==> src/rtl/twr_pkg.sv <==
package twr_pkg;

  typedef enum logic [2:0] {
    S_IDLE,
    S_ADDR,
    S_INDEX,
    S_WDATA,
    S_ACK,
    S_RDATA,
    S_HOSTACK,
    S_WAIT
  } twr_state_e;

  function automatic logic [7:0] twr_reset_value(input int idx);
    case (idx)
      11:      return 8'h80;
      12:      return 8'h24;
      default: return 8'h00;
    endcase
  endfunction

endpackage

==> src/rtl/twr_deglitch.sv <==
module twr_deglitch #(
  parameter int SYNC_STAGES = 2,
  parameter int VOTE        = 3
) (
  input  logic clk,
  input  logic rst,
  input  logic din,
  output logic dout
);
  localparam int CW = $clog2(VOTE + 1);

  logic [SYNC_STAGES-1:0] sync_q;
  logic [VOTE-1:0]        win_q;
  logic [CW-1:0]          ones;

  always_comb begin
    ones = '0;
    for (int i = 0; i < VOTE; i++) ones = ones + CW'(win_q[i]);
  end

  always_ff @(posedge clk) begin
    if (rst) begin
      sync_q <= '1;
      win_q  <= '1;
      dout   <= 1'b1;
    end else begin
      sync_q <= {sync_q[SYNC_STAGES-2:0], din};
      win_q  <= {win_q[VOTE-2:0], sync_q[SYNC_STAGES-1]};
      dout   <= (ones > CW'(VOTE / 2));
    end
  end

endmodule

==> src/rtl/twr_regs.sv <==
module twr_regs #(
  parameter int         NREG     = 15,
  parameter int         AW       = 4,
  parameter int         PH_REG   = 13,
  parameter int         PH_WR    = 4,
  parameter int         PH_RD    = 7,
  parameter logic [2:0] REV_ID   = 3'b101
) (
  input  logic              clk,
  input  logic              rst,
  input  logic              we,
  input  logic [AW-1:0]     waddr,
  input  logic [7:0]        wdata,
  input  logic [AW-1:0]     raddr,
  output logic [7:0]        rdata,
  output logic [NREG*8-1:0] regs_o
);
  import twr_pkg::*;

  localparam logic [AW-1:0] TOP     = AW'(NREG - 1);
  localparam logic [AW-1:0] PH_IDX  = AW'(PH_REG);
  localparam logic [7:0]    PH_MASK = 8'(1 << PH_WR);

  logic [7:0] mem [NREG];

  always_ff @(posedge clk) begin
    if (rst) begin
      for (int i = 0; i < NREG; i++) mem[i] <= twr_reset_value(i);
    end else if (we && (waddr <= TOP)) begin
      mem[waddr] <= (waddr == PH_IDX) ? (wdata & PH_MASK) : wdata;
    end
  end

  always_comb begin
    rdata = 8'h00;
    if (raddr == PH_IDX) begin
      rdata[PH_RD] = mem[PH_REG][PH_WR];
      rdata[3:1]   = REV_ID;
    end else if (raddr <= TOP) begin
      rdata = mem[raddr];
    end
  end

  for (genvar g = 0; g < NREG; g++) begin : g_out
    assign regs_o[g*8 +: 8] = mem[g];
  end

  AST_WR_IN_RANGE: assert property (@(posedge clk) disable iff (rst)
    we |-> (waddr <= TOP)) else $error("write index out of range");

endmodule

==> src/rtl/twr_link.sv <==
module twr_link #(
  parameter int         NREG   = 15,
  parameter int         AW     = 4,
  parameter logic [4:0] DEV_ID = 5'b10011
) (
  input  logic          clk,
  input  logic          rst,
  input  logic          scl_f,
  input  logic          sda_f,
  input  logic [1:0]    strap,
  input  logic [7:0]    rdata,
  output logic          we,
  output logic [AW-1:0] waddr,
  output logic [7:0]    wdata,
  output logic [AW-1:0] ptr,
  output logic          sda_oe
);
  import twr_pkg::*;

  localparam logic [AW-1:0] TOP  = AW'(NREG - 1);
  localparam logic [7:0]    TOP8 = 8'(NREG - 1);

  twr_state_e st, nxt;
  logic       scl_q, sda_q;
  logic [6:0] sh;
  logic [7:0] tx;
  logic [3:0] cnt;
  logic       ack_q, ack_phase, host_ack;

  wire        rise     = scl_f && !scl_q;
  wire        fall     = !scl_f && scl_q;
  wire        start_c  = scl_f && scl_q && sda_q && !sda_f;
  wire        stop_c   = scl_f && scl_q && !sda_q && sda_f;
  wire [7:0]  rx_byte  = {sh, sda_f};
  wire        last_bit = (cnt == 4'd7);

  function automatic logic [AW-1:0] step(input logic [AW-1:0] p);
    return (p == TOP) ? p : p + 1'b1;
  endfunction

  always_ff @(posedge clk) begin
    if (rst) begin
      st <= S_IDLE;  nxt <= S_IDLE;
      scl_q <= 1'b1; sda_q <= 1'b1;
      sh <= '0; tx <= '0; cnt <= '0;
      ack_q <= 1'b0; ack_phase <= 1'b0; host_ack <= 1'b0;
      we <= 1'b0; waddr <= '0; wdata <= '0; ptr <= '0;
      sda_oe <= 1'b0;
    end else begin
      scl_q <= scl_f;
      sda_q <= sda_f;
      we    <= 1'b0;
      if (start_c) begin
        st <= S_ADDR; cnt <= '0; sda_oe <= 1'b0;
      end else if (stop_c) begin
        st <= S_IDLE; cnt <= '0; sda_oe <= 1'b0;
      end else begin
        case (st)
          S_ADDR, S_INDEX, S_WDATA: begin
            if (rise) begin
              sh  <= rx_byte[6:0];
              cnt <= cnt + 1'b1;
              if (last_bit) begin
                st        <= S_ACK;
                ack_phase <= 1'b0;
                if (st == S_ADDR) begin
                  ack_q <= (rx_byte[7:1] == {DEV_ID, strap});
                  nxt   <= (rx_byte[7:1] != {DEV_ID, strap}) ? S_WAIT :
                           (rx_byte[0] ? S_RDATA : S_INDEX);
                end else if (st == S_INDEX) begin
                  ack_q <= (rx_byte <= TOP8);
                  nxt   <= (rx_byte <= TOP8) ? S_WDATA : S_WAIT;
                  if (rx_byte <= TOP8) ptr <= rx_byte[AW-1:0];
                end else begin
                  ack_q <= 1'b1;
                  nxt   <= S_WDATA;
                  we    <= 1'b1;
                  waddr <= ptr;
                  wdata <= rx_byte;
                  ptr   <= step(ptr);
                end
              end
            end
          end
          S_ACK: begin
            if (fall) begin
              if (!ack_phase) begin
                sda_oe    <= ack_q;
                ack_phase <= 1'b1;
              end else begin
                cnt <= '0;
                st  <= nxt;
                if (nxt == S_RDATA) begin
                  tx     <= rdata;
                  sda_oe <= ~rdata[7];
                end else begin
                  sda_oe <= 1'b0;
                end
              end
            end
          end
          S_RDATA: begin
            if (rise) begin
              cnt <= cnt + 1'b1;
              if (last_bit) ptr <= step(ptr);
            end else if (fall) begin
              if (cnt == 4'd8) begin
                sda_oe <= 1'b0;
                st     <= S_HOSTACK;
              end else begin
                tx     <= {tx[6:0], 1'b0};
                sda_oe <= ~tx[6];
              end
            end
          end
          S_HOSTACK: begin
            if (rise) begin
              host_ack <= !sda_f;
            end else if (fall) begin
              if (host_ack) begin
                tx     <= rdata;
                sda_oe <= ~rdata[7];
                cnt    <= '0;
                st     <= S_RDATA;
              end else begin
                sda_oe <= 1'b0;
                st     <= S_WAIT;
              end
            end
          end
          default: ;
        endcase
      end
    end
  end

  AST_OE_ON_LOW: assert property (@(posedge clk) disable iff (rst)
    !$stable(sda_oe) |-> !scl_f) else $error("SDA drive changed with SCL high");
  AST_STOP_RELEASE: assert property (@(posedge clk) disable iff (rst)
    stop_c |=> !sda_oe) else $error("SDA held after stop");
  AST_NACK_FLOAT: assert property (@(posedge clk) disable iff (rst)
    (st == S_ACK && !ack_q) |-> !sda_oe) else $error("refused byte acknowledged");
  AST_PTR_BOUND: assert property (@(posedge clk) disable iff (rst)
    ptr <= TOP) else $error("index past top register");

endmodule

==> src/rtl/twr_regfile_slave.sv <==
module twr_regfile_slave #(
  parameter int         NREG        = 15,
  parameter int         SYNC_STAGES = 2,
  parameter int         VOTE        = 3,
  parameter logic [4:0] DEV_ID      = 5'b10011,
  parameter logic [2:0] REV_ID      = 3'b101
) (
  input  logic              clk,
  input  logic              rst,
  input  logic              scl_i,
  input  logic              sda_i,
  input  logic [1:0]        strap_i,
  output logic              sda_oe_o,
  output logic [NREG*8-1:0] regs_o
);
  localparam int AW = $clog2(NREG);

  logic          scl_f, sda_f, we;
  logic [AW-1:0] waddr, ptr;
  logic [7:0]    wdata, rdata;

  twr_deglitch #(.SYNC_STAGES(SYNC_STAGES), .VOTE(VOTE)) u_scl (
    .clk(clk), .rst(rst), .din(scl_i), .dout(scl_f));
  twr_deglitch #(.SYNC_STAGES(SYNC_STAGES), .VOTE(VOTE)) u_sda (
    .clk(clk), .rst(rst), .din(sda_i), .dout(sda_f));

  twr_link #(.NREG(NREG), .AW(AW), .DEV_ID(DEV_ID)) u_link (
    .clk(clk), .rst(rst), .scl_f(scl_f), .sda_f(sda_f), .strap(strap_i),
    .rdata(rdata), .we(we), .waddr(waddr), .wdata(wdata), .ptr(ptr),
    .sda_oe(sda_oe_o));

  twr_regs #(.NREG(NREG), .AW(AW), .REV_ID(REV_ID)) u_regs (
    .clk(clk), .rst(rst), .we(we), .waddr(waddr), .wdata(wdata),
    .raddr(ptr), .rdata(rdata), .regs_o(regs_o));

endmodule

==> config.mk <==
export PLATFORM = sky130hd
export DESIGN_NAME = twr_regfile_slave
export DESIGN_NICKNAME = d
export VERILOG_FILES = /design/src/rtl/twr_pkg.sv /design/src/rtl/twr_deglitch.sv /design/src/rtl/twr_regs.sv /design/src/rtl/twr_link.sv /design/src/rtl/twr_regfile_slave.sv
export SDC_FILE = /design/constraint.sdc
export NUM_CORES = 1
export LEC_CHECK = 0
export BUFFER_PORTS_ARGS = -buffer_cell sky130_fd_sc_hd__buf_4
export CORE_MARGIN = 10
export CORE_UTILIZATION = 57
export CTS_CLUSTER_DIAMETER = 40
export CTS_CLUSTER_SIZE = 20
export DETAILED_ROUTE_END_ITERATION = 8
export PLACE_DENSITY = 0.88
export SYNTH_ARGS = -nofsm -noshare
export SYNTH_HDL_FRONTEND = slang
export SYNTH_SLANG_ARGS = --single-unit
==> constraint.sdc <==
create_clock -name clk -period 2.7 [get_ports clk]
set_input_delay 0 -clock clk [delete_from_list [all_inputs] [get_ports clk]]
set_output_delay 0 -clock clk [all_outputs]
set_load 0.02 [all_outputs]
After elaboration in Yosys (flattened, before gate mapping)
Memories as Yosys holds them, arrays and structs flattened. A register that Yosys moved wholly into a read port is not among the register bits.
Cells that the tools add are included.
- memory bits (writable): 120
- bits of input ports: 6
- bits in registers: 59
- logic and storage cells: 197
- memories kept: 1
- reductions and logical operators: 34
- mux-type cells: 80
- order comparisons: 5
- bitwise operators: 9
- add/sub/neg operators: 6
- eq/ne operators: 40
- memory list (memory ; depth ; width ; read ports ; clocked after Yosys merged registers in ; wr ports ; RTL line ; RTL):
    u_regs.mem ; 15 ; 8 ; 16 ; 1 ; 15 ; twr_regs.sv:24 ; logic [7:0] mem [NREG];
- operators with widths (operator ; count):
    $mux W4 ; 17
    $mux W7 ; 9
    $mux W3 ; 16
    $mux W8 ; 6
    $ne A4 B1 Y1 const B ; 7
    $mux W1 ; 25
    $ne A2 B1 Y1 const B ; 12
    $pmux W7 S3 ; 1
    $reduce_and A10 Y1 ; 2
    $eq A4 B4 Y1 const B ; 4
    $reduce_and A7 Y1 ; 2
    $eq A3 B3 Y1 const B ; 4
    $pmux W3 S4 ; 1
    $pmux W4 S3 ; 1
    $reduce_and A12 Y1 ; 1
    $reduce_and A6 Y1 ; 2
    $not A1 Y1 ; 9
    $reduce_and A9 Y1 ; 1
    $add A4 B1 Y4 const B ; 2
    $le A4 B4 Y1 const B ; 2
    $le A8 B4 Y1 const B ; 1
    $logic_and A1 B1 Y1 ; 8
    $ne A2 B2 Y1 const B ; 4
    $ne A4 B4 Y1 const B ; 2
    24 further kinds ; 35

Depth between registers and ports, before layout
Gate-level depths: netlist of the first run.
- word-level depth: 9
- depth in mapped cells: 8
- mapped depth without buffers: 7

Cells and area by module
From an unflattened synthesis of the first run, not the netlist that was laid out.
- cells, all modules: 682
- area total of the unflattened synthesis: 8067.7 µm²
- by module, submodules not included (module ; cells each ; area an instance (µm²) ; sequential area each (µm²) ; instances):
    twr_regs ; 390 ; 5392.7 ; 3633.5 ; 1
    twr_link ; 266 ; 2329.7 ; 940.9 ; 1
    twr_deglitch ; 13 ; 172.7 ; 120.1 ; 2

Least setup slack after synthesis of the first run
No wires, ideal clock.
- path kind: flip-flop to flip-flop
- start point: register u_link.cnt[0]
- end point: register u_link.waddr[0]
- data required time: 2.572 ns
- slack: 0.623 ns
- arrival time: 1.949 ns
- buffers on the path: 1
- cell stages (with the launch flop): 8
- clock period less this slack: 2.077 ns
- library setup time: 0.128 ns
- cells stage by stage: dfxtp_1 ha_1 nand3b_1 nor4_2 o21ai_1 buf_2 mux2i_1 nor2_1
- longest elaborated chain between the ends: 2
- ends and longest elaborated chain (element ; RTL line ; RTL):
    from (decl) ; twr_link.sv:27 ; logic [3:0] cnt;
    from (signal assigned) ; twr_link.sv:62 ; cnt <= cnt + 1'b1;
    from (signal assigned) ; twr_link.sv:104 ; cnt <= cnt + 1'b1;
    $eq A4 B3 Y1 ; twr_link.sv:35 ; wire last_bit = (cnt == 4'd7);
    $reduce_and A7 Y1 (no source line) ; - ;
    to (signal assigned) ; twr_link.sv:78 ; waddr <= ptr;
    to (decl) ; twr_link.sv:13 ; output logic [AW-1:0] waddr,
No other way between the ends.
A chain may end at the register's enable or synchronous reset.

==> results of run 1 <==
-- critical path, stage by stage, from the launching register on --
cell     delay (ps)
dfxtp_1         320
nor2b_1         310
nor2b_1         320
nor2b_1         440
nand2_1         350
nand2_1         400
-- worst min-delay path by stage --
stage | from | endpoint | cells after the start
floorplan | scl_i | u_scl.sync_q[0] | 1
global placement | scl_i | u_scl.sync_q[0] | 2
detailed placement | scl_i | u_scl.sync_q[0] | 2
CTS | strap_i[1] | u_link.ack_q | 5
global route | strap_i[1] | u_link.ack_q | 5
finish | strap_i[1] | u_link.ack_q | 5
-- state kept, by name (all words and copies together), names as in the netlist, 2 cells and up, named ones only --
register / flops
u_link.cnt: 4
u_sda.win_q: 3
u_link.tx: 7
u_link.st: 3
u_link.nxt: 3
u_link.waddr: 4
u_scl.win_q: 3
u_scl.sync_q: 2
u_regs.mem: 128
u_link.sh: 7
u_link.wdata: 8
u_sda.sync_q: 2
u_link.ptr: 4
-- per-layer routing --
metal / part of all wire, % / GRT usage, %
met3: 12 / 5.741
met1: 36 / 30.51
met4: 4.1 / 11.40
met2: 48 / 39.42
met5: 0 / 0
-- power by group --
| group | switching (uW) | total, uW | internal (uW) |
|---|---|---|---|
| Combinational | 208 | 333 | 125 |
| Sequential | 56.7 | 3240 | 3180 |
| Clock | 1220 | 2540 | 1320 |
| Total | 1490 | 6120 | 4630 |
-- final cells by class --
class                           count  area (um^2)
Clock inverter                     15        161.4
Fill cell                         985         4274
Sequential cell                   191         5106
Clock buffer                       17        425.4
Tap cell                          184        230.2
Timing Repair Buffer              149         1126
Inverter                           20        75.07
Multi-Input combinational cell    487         3246
-- synthesized netlist by cell type (4+ instances only) --
library cell  number
nor2b_1           11
and3_1             6
nand2b_1          10
nand3_1           15
mux2_2             6
or2_2             14
a2111oi_0          4
nand2_1           54
dfxtp_1           63
o21ai_0           11
a21oi_1           26
buf_2             10
o22a_1             4
o211ai_1           5
ha_1               7
o21a_1             4
nand3b_1           5
inv_1             20
mux4_2            30
edfxtp_1         128
nor3_1            11
nor3b_1            7
mux2i_1           30
clkbuf_1          32
nor2_1           155
-- per-stage QoR --
step,instance area [um^2],hold slack (ps),setup WS [ps]
6_report,10370,40.24,216.2
5_1_grt,10370,73.44,74.31
3_5_place_dp,9753,187.5,380.2
3_3_place_gp,9753,184.2,427.9
4_1_cts,10370,29.75,330.8
2_1_floorplan,8620,103.8,623.4
-- kinds of logic after synthesis --
family                   count (synthesis)  share of synthesized area, %
other                                    1                       0.04377
buffers and inverters                   66                         3.140
AO/OA/AOI/OAI                           85                         6.762
multiplexers                            66                         12.18
flip-flops                             191                         59.59
XOR/XNOR                                 4                        0.4090
adder cells (fa/ha/maj)                  7                         1.022
AND/OR/NAND/NOR                        310                         16.85
==> flow_summary.json, run 1 <==
{
  "area_growth_syn_to_layout_pct": 21.05,
  "grt_pass1_wl_um": 37780,
  "ys_warn_count": 0,
  "fin_skew_ps": 20.15,
  "finalNonFillerCells": 1063,
  "rsz0062_at_grt": "no",
  "reg2reg_from": "u_link.we",
  "finalSetupViolCount": 0,
  "hold_path.class": "in2reg",
  "io_pins": 127,
  "synth_edf_count": 128,
  "drive_gt1_share_pct": 26.96,
  "grt_max_degree": 42,
  "cts_tree": "done",
  "hold_violations": 0,
  "hpwl_um": 17290,
  "fmax_mhz": 402.6,
  "drv_slew": 0,
  "die_w_um": 142.6,
  "startpoint_type": "flop",
  "avgSynthCellArea_um2": 11.74,
  "crit_fanout": 9,
  "synth_area_leaders": "edfxtp_1 45%, dfxtp_1 15%, mux4_2 7.9%, nor2_1 6.8%, mux2i_1 3.5%",
  "clk_pin_slew_ps": 70,
  "worst_pin_slew_ps": 967.4,
  "first_pass_iters": 5,
  "ir_drop_mv": 0.4367,
  "ys_seq_area_share_pct": 59.59,
  "synth.top_cell.area_share_pct": 44.87,
  "dp.cells": 1028,
  "worstPathRequired_ps": 2800,
  "cp_data_arrival_time_ps": 2580,
  "status": "finished, final reports clean",
  "fin_nets": 879,
  "r2r_cells": 5,
  "first_global_vias": 6547,
  "total_power_uw": 6118,
  "cts_max_level": 4,
  "fin_util_pct": 70.81,
  "ys_async_sr_fraction_pct": 0,
  "io_buffers": 126,
  "cap_violations": 0,
  "die_height_um": 142.6,
  "gp_congestion": 0.9217,
  "slew_headroom_pct": 35.50,
  "track_usage_pct": 24.39,
  "syn_inst": 730,
  "fin_setup_tns_ps": 0,
  "ant_nets": 0,
  "period_minus_slack_ps": 2484,
  "rows": 44,
  "synthFlopType": "edfxtp_1",
  "numCtsBuffers": 17,
  "vias_per_cell": 6.294,
  "insertion_delay_ps": 450,
  "drc": 0,
  "cts_resized": 0,
  "r2r_end": "u_regs.mem[8][7]",
  "clkSinkCount": 191,
  "drtIter0Drc": 911,
  "post-route-period-util_pct": 91.99,
  "synth_cell_types": 66,
  "cp-end-kind": "flop",
  "cts-root-buf": "clkbuf_16",
  "p_leak_uw": 0.003950,
  "power-per-cell-area_nw_per_um2": 589.9,
  "wl_per_cell_um": 23.19,
  "ys_seq_elements": 191,
  "vias": 6691,
  "grt_overflow": 0,
  "worstSetupPathType": "reg2reg",
  "cp-endpoint": "u_regs.mem[8][7]",
  "final_cell_mix": "155 x nor2_1, 146 x buf_4, 128 x edfxtp_1, 62 x dfxtp_1, 54 x nand2_1",
  "syn_area_um2": 8567,
  "die_area_um2": 20330,
  "cts_hold_buffers": 3,
  "initial_utilization_pct": 58.50,
  "crit_start": "u_link.we",
  "drt-total-wl_um": 24660,
  "postCtsSetupBuffers": 0,
  "final_common_cell": "nor2_1",
  "core_um2": 14640,
  "yosysTopAreaCell": "edfxtp_1",
  "cts_buffer_depth": 2,
  "diodes": 0,
  "grt_antenna_before_repair": 0,
  "regToRegSetupSlack_ps": 220
}
Power figures use the tool's default switching activity.
==> run 2: changes to the inputs <==
--- a/config.mk
+++ b/config.mk
@@ -11,7 +11,8 @@
 export CTS_CLUSTER_DIAMETER = 40
 export CTS_CLUSTER_SIZE = 20
 export DETAILED_ROUTE_END_ITERATION = 8
-export PLACE_DENSITY = 0.88
+export PLACE_DENSITY = 0.85
+export SKIP_LAST_GASP = 1
 export SYNTH_ARGS = -nofsm -noshare
 export SYNTH_HDL_FRONTEND = slang
 export SYNTH_SLANG_ARGS = --single-unit
==> flow_summary.json, run 2 (synthesized netlist as in run 1, its figures left out) <==
{
  "track_usage_pct": 24.71,
  "hold_path.class": "in2reg",
  "worstSetupPathType": "reg2reg",
  "vias_per_cell": 6.275,
  "ant_nets": 0,
  "crit_fanout": 28,
  "drc": 0,
  "regMostFlops": "u_regs.mem",
  "fin_util_pct": 71.10,
  "drt-total-wl_um": 24860,
  "initial_utilization_pct": 58.50,
  "drive_gt1_share_pct": 27.78,
  "cts_tree": "done",
  "finalSetupViolCount": 0,
  "insertion_delay_ps": 450,
  "p_leak_uw": 0.003983,
  "die_height_um": 142.6,
  "hold_violations": 0,
  "min_from": "strap_i[1]",
  "fin_nets": 890,
  "largest_reg_flops": 128,
  "largestRegisters": "u_regs.mem: 128 flops, u_link.wdata: 8 flops",
  "cts_max_level": 4,
  "status": "finished, final reports clean",
  "clkSinkCount": 191,
  "startpoint_type": "flop",
  "r2r_end": "u_link.tx[5]",
  "cap_violations": 0,
  "grt_pass1_wl_um": 38120,
  "r2r_cells": 4,
  "grt_overflow": 0,
  "drtIter0Drc": 878,
  "cp_data_arrival_time_ps": 2640,
  "die_w_um": 142.6,
  "vias": 6733,
  "rsz0062_at_grt": "no",
  "period_minus_slack_ps": 2320,
  "first_pass_iters": 5,
  "gp_congestion": 0.9423,
  "final_common_cell": "buf_4",
  "postCtsSetupBuffers": 0,
  "rows": 44,
  "grt_max_degree": 46,
  "fin_hold_ws_ps": 54.90,
  "grt_antenna_before_repair": 0,
  "wl_per_cell_um": 23.16,
  "clk_pin_slew_ps": 70,
  "fin_skew_ps": 10.43,
  "cp-endpoint": "u_link.tx[5]",
  "drv_slew": 0,
  "post-route-period-util_pct": 85.92,
  "fmax_mhz": 431.1,
  "io_pins": 127,
  "core_um2": 14640,
  "cp-end-kind": "flop",
  "die_area_um2": 20330,
  "first_global_vias": 6632,
  "area_growth_syn_to_layout_pct": 21.54,
  "worstPathRequired_ps": 3020,
  "numCtsBuffers": 17,
  "fin_setup_tns_ps": 0,
  "worst_pin_slew_ps": 939.4,
  "hpwl_um": 17750,
  "final_cell_mix": "157 x buf_4, 155 x nor2_1, 128 x edfxtp_1, 62 x dfxtp_1, 54 x nand2_1",
  "ir_drop_mv": 0.5824,
  "cts_buffer_depth": 2,
  "diodes": 0,
  "io_buffers": 126,
  "cts-root-buf": "clkbuf_16",
  "power-per-cell-area_nw_per_um2": 571.9,
  "slew_headroom_pct": 37.37,
  "regToRegSetupSlack_ps": 380
}
[run 2: cell types whose count changed in the layout (fill, tap and decap cells not counted)]
cell	previous run	this run
buf_4	146	157
bufinv_16	1	0
inv_12	1	0
inv_6	5	7
inv_8	4	3
[run 2: final cells by class]
class	count	area (um^2)
flip-flops and latches	191	5106
repair buffers	160	1209
fillers	956	4232
clock inverters	14	121.4
multi-input cells	487	3246
clock buffers	17	425.4
well taps	184	230.2
inverters	20	75.07
[run 2: repair_timing]
action	CTS	global route
endpoints found under the hold margin	6	0
hold buffers	3	0
gates resized for setup	0	0
[run 2: where the power goes]
| group | switching, uW | leakage [uW] | total [uW] | internal, uW |
|---|---|---|---|---|
| sequential | 59.7 | 0.00182 | 3240 | 3180 |
| clock | 1170 | 0.000271 | 2380 | 1210 |
| combinational | 204 | 0.00190 | 329 | 125 |
| total | 1440 | 0.00398 | 5950 | 4520 |
[run 2: metrics by stage]
stage          cells  cell area, um^2  power (uW)  setup slack (ps)
2_1_floorplan    744             8620        3459             623.4
3_3_place_gp    1039             9836        3622             427.9
3_5_place_dp    1039             9836        3627             370.4
4_1_cts         1073            10410        5955             329.0
5_1_grt         1073            10410        6096             194.5
6_report        1073            10410        5954             380.2
[run 2: layer usage]
| metal | vias to the layer above | part of all wire, % | track usage, % |
|---|---|---|---|
| li1 | 2915 | - | - |
| met1 | 3251 | 36 | 30.45 |
| met2 | 484 | 49 | 39.64 |
| met3 | 83 | 11 | 6.909 |
| met4 | 0 | 3.8 | 11.45 |
| met5 | - | 0 | 0 |
[run 2: how the worst min path moves through the flow]
| stage | end | depth (start not counted) | slack (ps) |
|---|---|---|---|
| after floorplan | u_scl.sync_q[0] | 1 | 100 |
| after global placement | u_sda.sync_q[0] | 2 | 190 |
| after detailed placement | u_scl.sync_q[0] | 2 | 190 |
| after CTS | u_link.ack_q | 5 | 50 |
| after global routing | u_link.nxt[2] | 5 | 70 |
| final | u_link.nxt[2] | 5 | 50 |
[run 2: critical path: stages (launching register included)]
cell	delay, ps
dfxtp_2	950
mux4_2	610
mux2_2	320
a21oi_1	190
o221ai_1	120
==> run 3: changes to the inputs <==
--- a/config.mk
+++ b/config.mk
@@ -5,14 +5,16 @@
 export SDC_FILE = /design/constraint.sdc
 export NUM_CORES = 1
 export LEC_CHECK = 0
+export ABC_AREA = 1
 export BUFFER_PORTS_ARGS = -buffer_cell sky130_fd_sc_hd__buf_4
 export CORE_MARGIN = 10
-export CORE_UTILIZATION = 57
+export CORE_UTILIZATION = 58
 export CTS_CLUSTER_DIAMETER = 40
 export CTS_CLUSTER_SIZE = 20
 export DETAILED_ROUTE_END_ITERATION = 8
-export PLACE_DENSITY = 0.85
+export PLACE_DENSITY = 0.86
 export SKIP_LAST_GASP = 1
 export SYNTH_ARGS = -nofsm -noshare
 export SYNTH_HDL_FRONTEND = slang
+export SYNTH_HIERARCHICAL = 1
 export SYNTH_SLANG_ARGS = --single-unit
==> flow_summary.json, run 3 <==
{
  "ys_seq_area_share_pct": 55.65,
  "worstSetupPathType": "reg2reg",
  "synth.top_cell.area_share_pct": 42.57,
  "syn_area_um2": 9030,
  "startpoint_type": "flop",
  "num-fill-cells": 1174,
  "clk_pin_slew_ps": 70,
  "reg2reg_from": "u_link/cnt[0]",
  "period_minus_slack_ps": 2016,
  "vias": 7898,
  "synthFlopType": "edfxtp_1",
  "slowest_stage": "dfxtp_1",
  "drv_slew": 0,
  "grt_antenna_before_repair": 0,
  "fmax_mhz": 496.0,
  "ys_warn_count": 6,
  "final_cell_mix": "312 x nand2_1, 203 x nor2_1, 139 x buf_4, 128 x edfxtp_1, 113 x inv_1",
  "grt_overflow": 0,
  "insertion_delay_ps": 440,
  "fin_setup_tns_ps": 0,
  "final_common_cell": "nand2_1",
  "wl_per_cell_um": 17.72,
  "crit_start": "u_link/cnt[0]",
  "fin_util_pct": 70.70,
  "grt_max_degree": 41,
  "cts_max_level": 4,
  "fin_nets": 1246,
  "post-route-period-util_pct": 74.67,
  "slew_headroom_pct": 46.34,
  "synth_cell_types": 36,
  "first_pass_iters": 6,
  "initial_utilization_pct": 59.40,
  "grt_pass1_wl_um": 39520,
  "synth_most_common_cell": "nand2_1",
  "core_um2": 15200,
  "power-per-cell-area_nw_per_um2": 794.8,
  "critPathMaxStageDelay_ps": 360,
  "min_from": "strap_i[0]",
  "clkSinkCount": 187,
  "area_growth_syn_to_layout_pct": 19.02,
  "io_pins": 127,
  "cp-end-kind": "flop",
  "yosysTopAreaCell": "edfxtp_1",
  "critical_path.cell_chain": "ha_1 -> nand2_1 -> nor2_1 -> nand2_1 -> nor2_8 -> inv_2 -> nor3_4 -> buf_4 -> o21ai_0 -> a21oi_1",
  "cp_common_cell": "nand2_1",
  "regMostFlops": "u_regs/mem",
  "die_height_um": 144.8,
  "cts-root-buf": "clkbuf_16",
  "fin_skew_ps": 8.386,
  "cap_violations": 0,
  "drive_gt1_share_pct": 17.48,
  "hpwl_um": 18080,
  "drt-total-wl_um": 25420,
  "status": "finished, final reports clean",
  "syn_inst": 1093,
  "worst_pin_slew_ps": 802.9,
  "gp_congestion": 0.9082,
  "synthTopCellsByCount": "312 x nand2_1, 203 x nor2_1, 128 x edfxtp_1",
  "finalSetupViolCount": 0,
  "rows": 45,
  "vias_per_cell": 5.504,
  "seq_area_um2": 5026,
  "first_global_vias": 7612,
  "die_w_um": 144.8,
  "ant_nets": 0,
  "largestRegisters": "u_regs/mem: 128 flops, u_link/wdata: 8 flops",
  "crit_fanout": 10,
  "p_leak_uw": 0.004819,
  "cts_buffer_depth": 2,
  "rsz0062_at_grt": "no",
  "multi_input_area_um2": 3301,
  "cp_data_arrival_time_ps": 2390,
  "critPathTopFamily": "simple AND/OR/NAND/NOR gates",
  "track_usage_pct": 24.35,
  "ys_async_sr_fraction_pct": 0,
  "drtIter0Drc": 1072,
  "avgSynthCellArea_um2": 8.262,
  "cts_tree": "done",
  "largest_reg_flops": 128,
  "io_buffers": 126,
  "hold_violations": 0,
  "synth_area_leaders": "edfxtp_1 43%, dfxtp_1 13%, nand2_1 13%, nor2_1 8.4%, inv_1 4.7%",
  "ys_seq_elements": 187,
  "die_area_um2": 20960,
  "worstPathRequired_ps": 3070,
  "diodes": 0,
  "synth_edf_count": 128,
  "crit_buf_inv": 2,
  "ir_drop_mv": 0.5550,
  "hold_path.class": "in2reg",
  "drc": 0,
  "numCtsBuffers": 17
}
[run 3: changes by cell type after synthesis, sizes merged, moves of 18 or more]
cell    previous run  this run
clkbuf            33         6
nor2             155       208
mux4              30         0
nand2             54       328
mux2i             30         0
o21ai             13        53
inv               20       129
nand3             15        80
buf               13        31
[run 3: worst paths after layout]
check             depth (start not counted)               to  slack (ps)
setup / recovery                         10  u_link/waddr[0]         680
hold / removal                            5    u_link/nxt[0]          50
setup reg to reg                         10  u_link/waddr[0]         680
hold reg to reg                           1   u_scl/win_q[0]         410
[run 3: tightest hold or removal path: stages]
cell,delay (ps)
buf_4,90
nand2_1,50
nand3_1,60
nor3_1,80
a41oi_1,160
[run 3: kinds of logic after synthesis]
kind of cell             share of synthesized area (%)
flip-flops                                       55.65
AND/OR/NAND/NOR                                  29.13
XOR/XNOR                                        0.3879
other                                          0.04153
buffers and inverters                            8.383
adder cells (fa/ha/maj)                         0.8313
AO/OA/AOI/OAI                                    5.584
[run 3: cell type report]
| class | count | share of cell area (%) |
|---|---|---|
| flip-flops and latches | 187 | 46.76 |
| inverters | 131 | 4.575 |
| clock inverters | 12 | 1.059 |
| multi-input cells | 752 | 30.71 |
| repair buffers | 145 | 10.36 |
| well taps | 188 | 2.189 |
| clock buffers | 20 | 4.342 |
[run 3: per-layer routing]
metal,global-route usage [%],up-vias,wire [um]
met5,0,-,0
met4,10.80,0,763
li1,-,3738,-
met3,4.987,67,2429
met1,29.43,3666,9788
met2,41.18,427,12440
[run 3: power breakdown]
part	leakage [uW]	switching [uW]	internal (uW)	total, uW
clock	0.000280	1090	1350	2440
sequential	0.00171	143	3210	3360
combinational	0.00283	1880	868	2750
total	0.00482	3110	5430	8540
[run 3: stage by stage]
step | hold WS, ps | setup slack [ps] | total power, uW | cell area (um^2) | cells
final | 47.50 | 684.0 | 8543 | 10750 | 1435
after global routing | 98.93 | 493.7 | 8957 | 10750 | 1435
after CTS | 37.12 | 719.8 | 8505 | 10750 | 1435
after detailed placement | 184.2 | 731.2 | 6067 | 10120 | 1398
after global placement | 180.9 | 803.8 | 6014 | 10120 | 1398
after floorplan | 69.07 | 998.9 | 5377 | 9082 | 1107
[run 3: what timing repair did]
item / in CTS / in global routing
endpoints found under the hold margin: 23 / 0
setup buffers: 0 / 0
setup endpoints to repair: 0 / 0
gates resized for setup: 0 / 0
hold buffers: 5 / 0
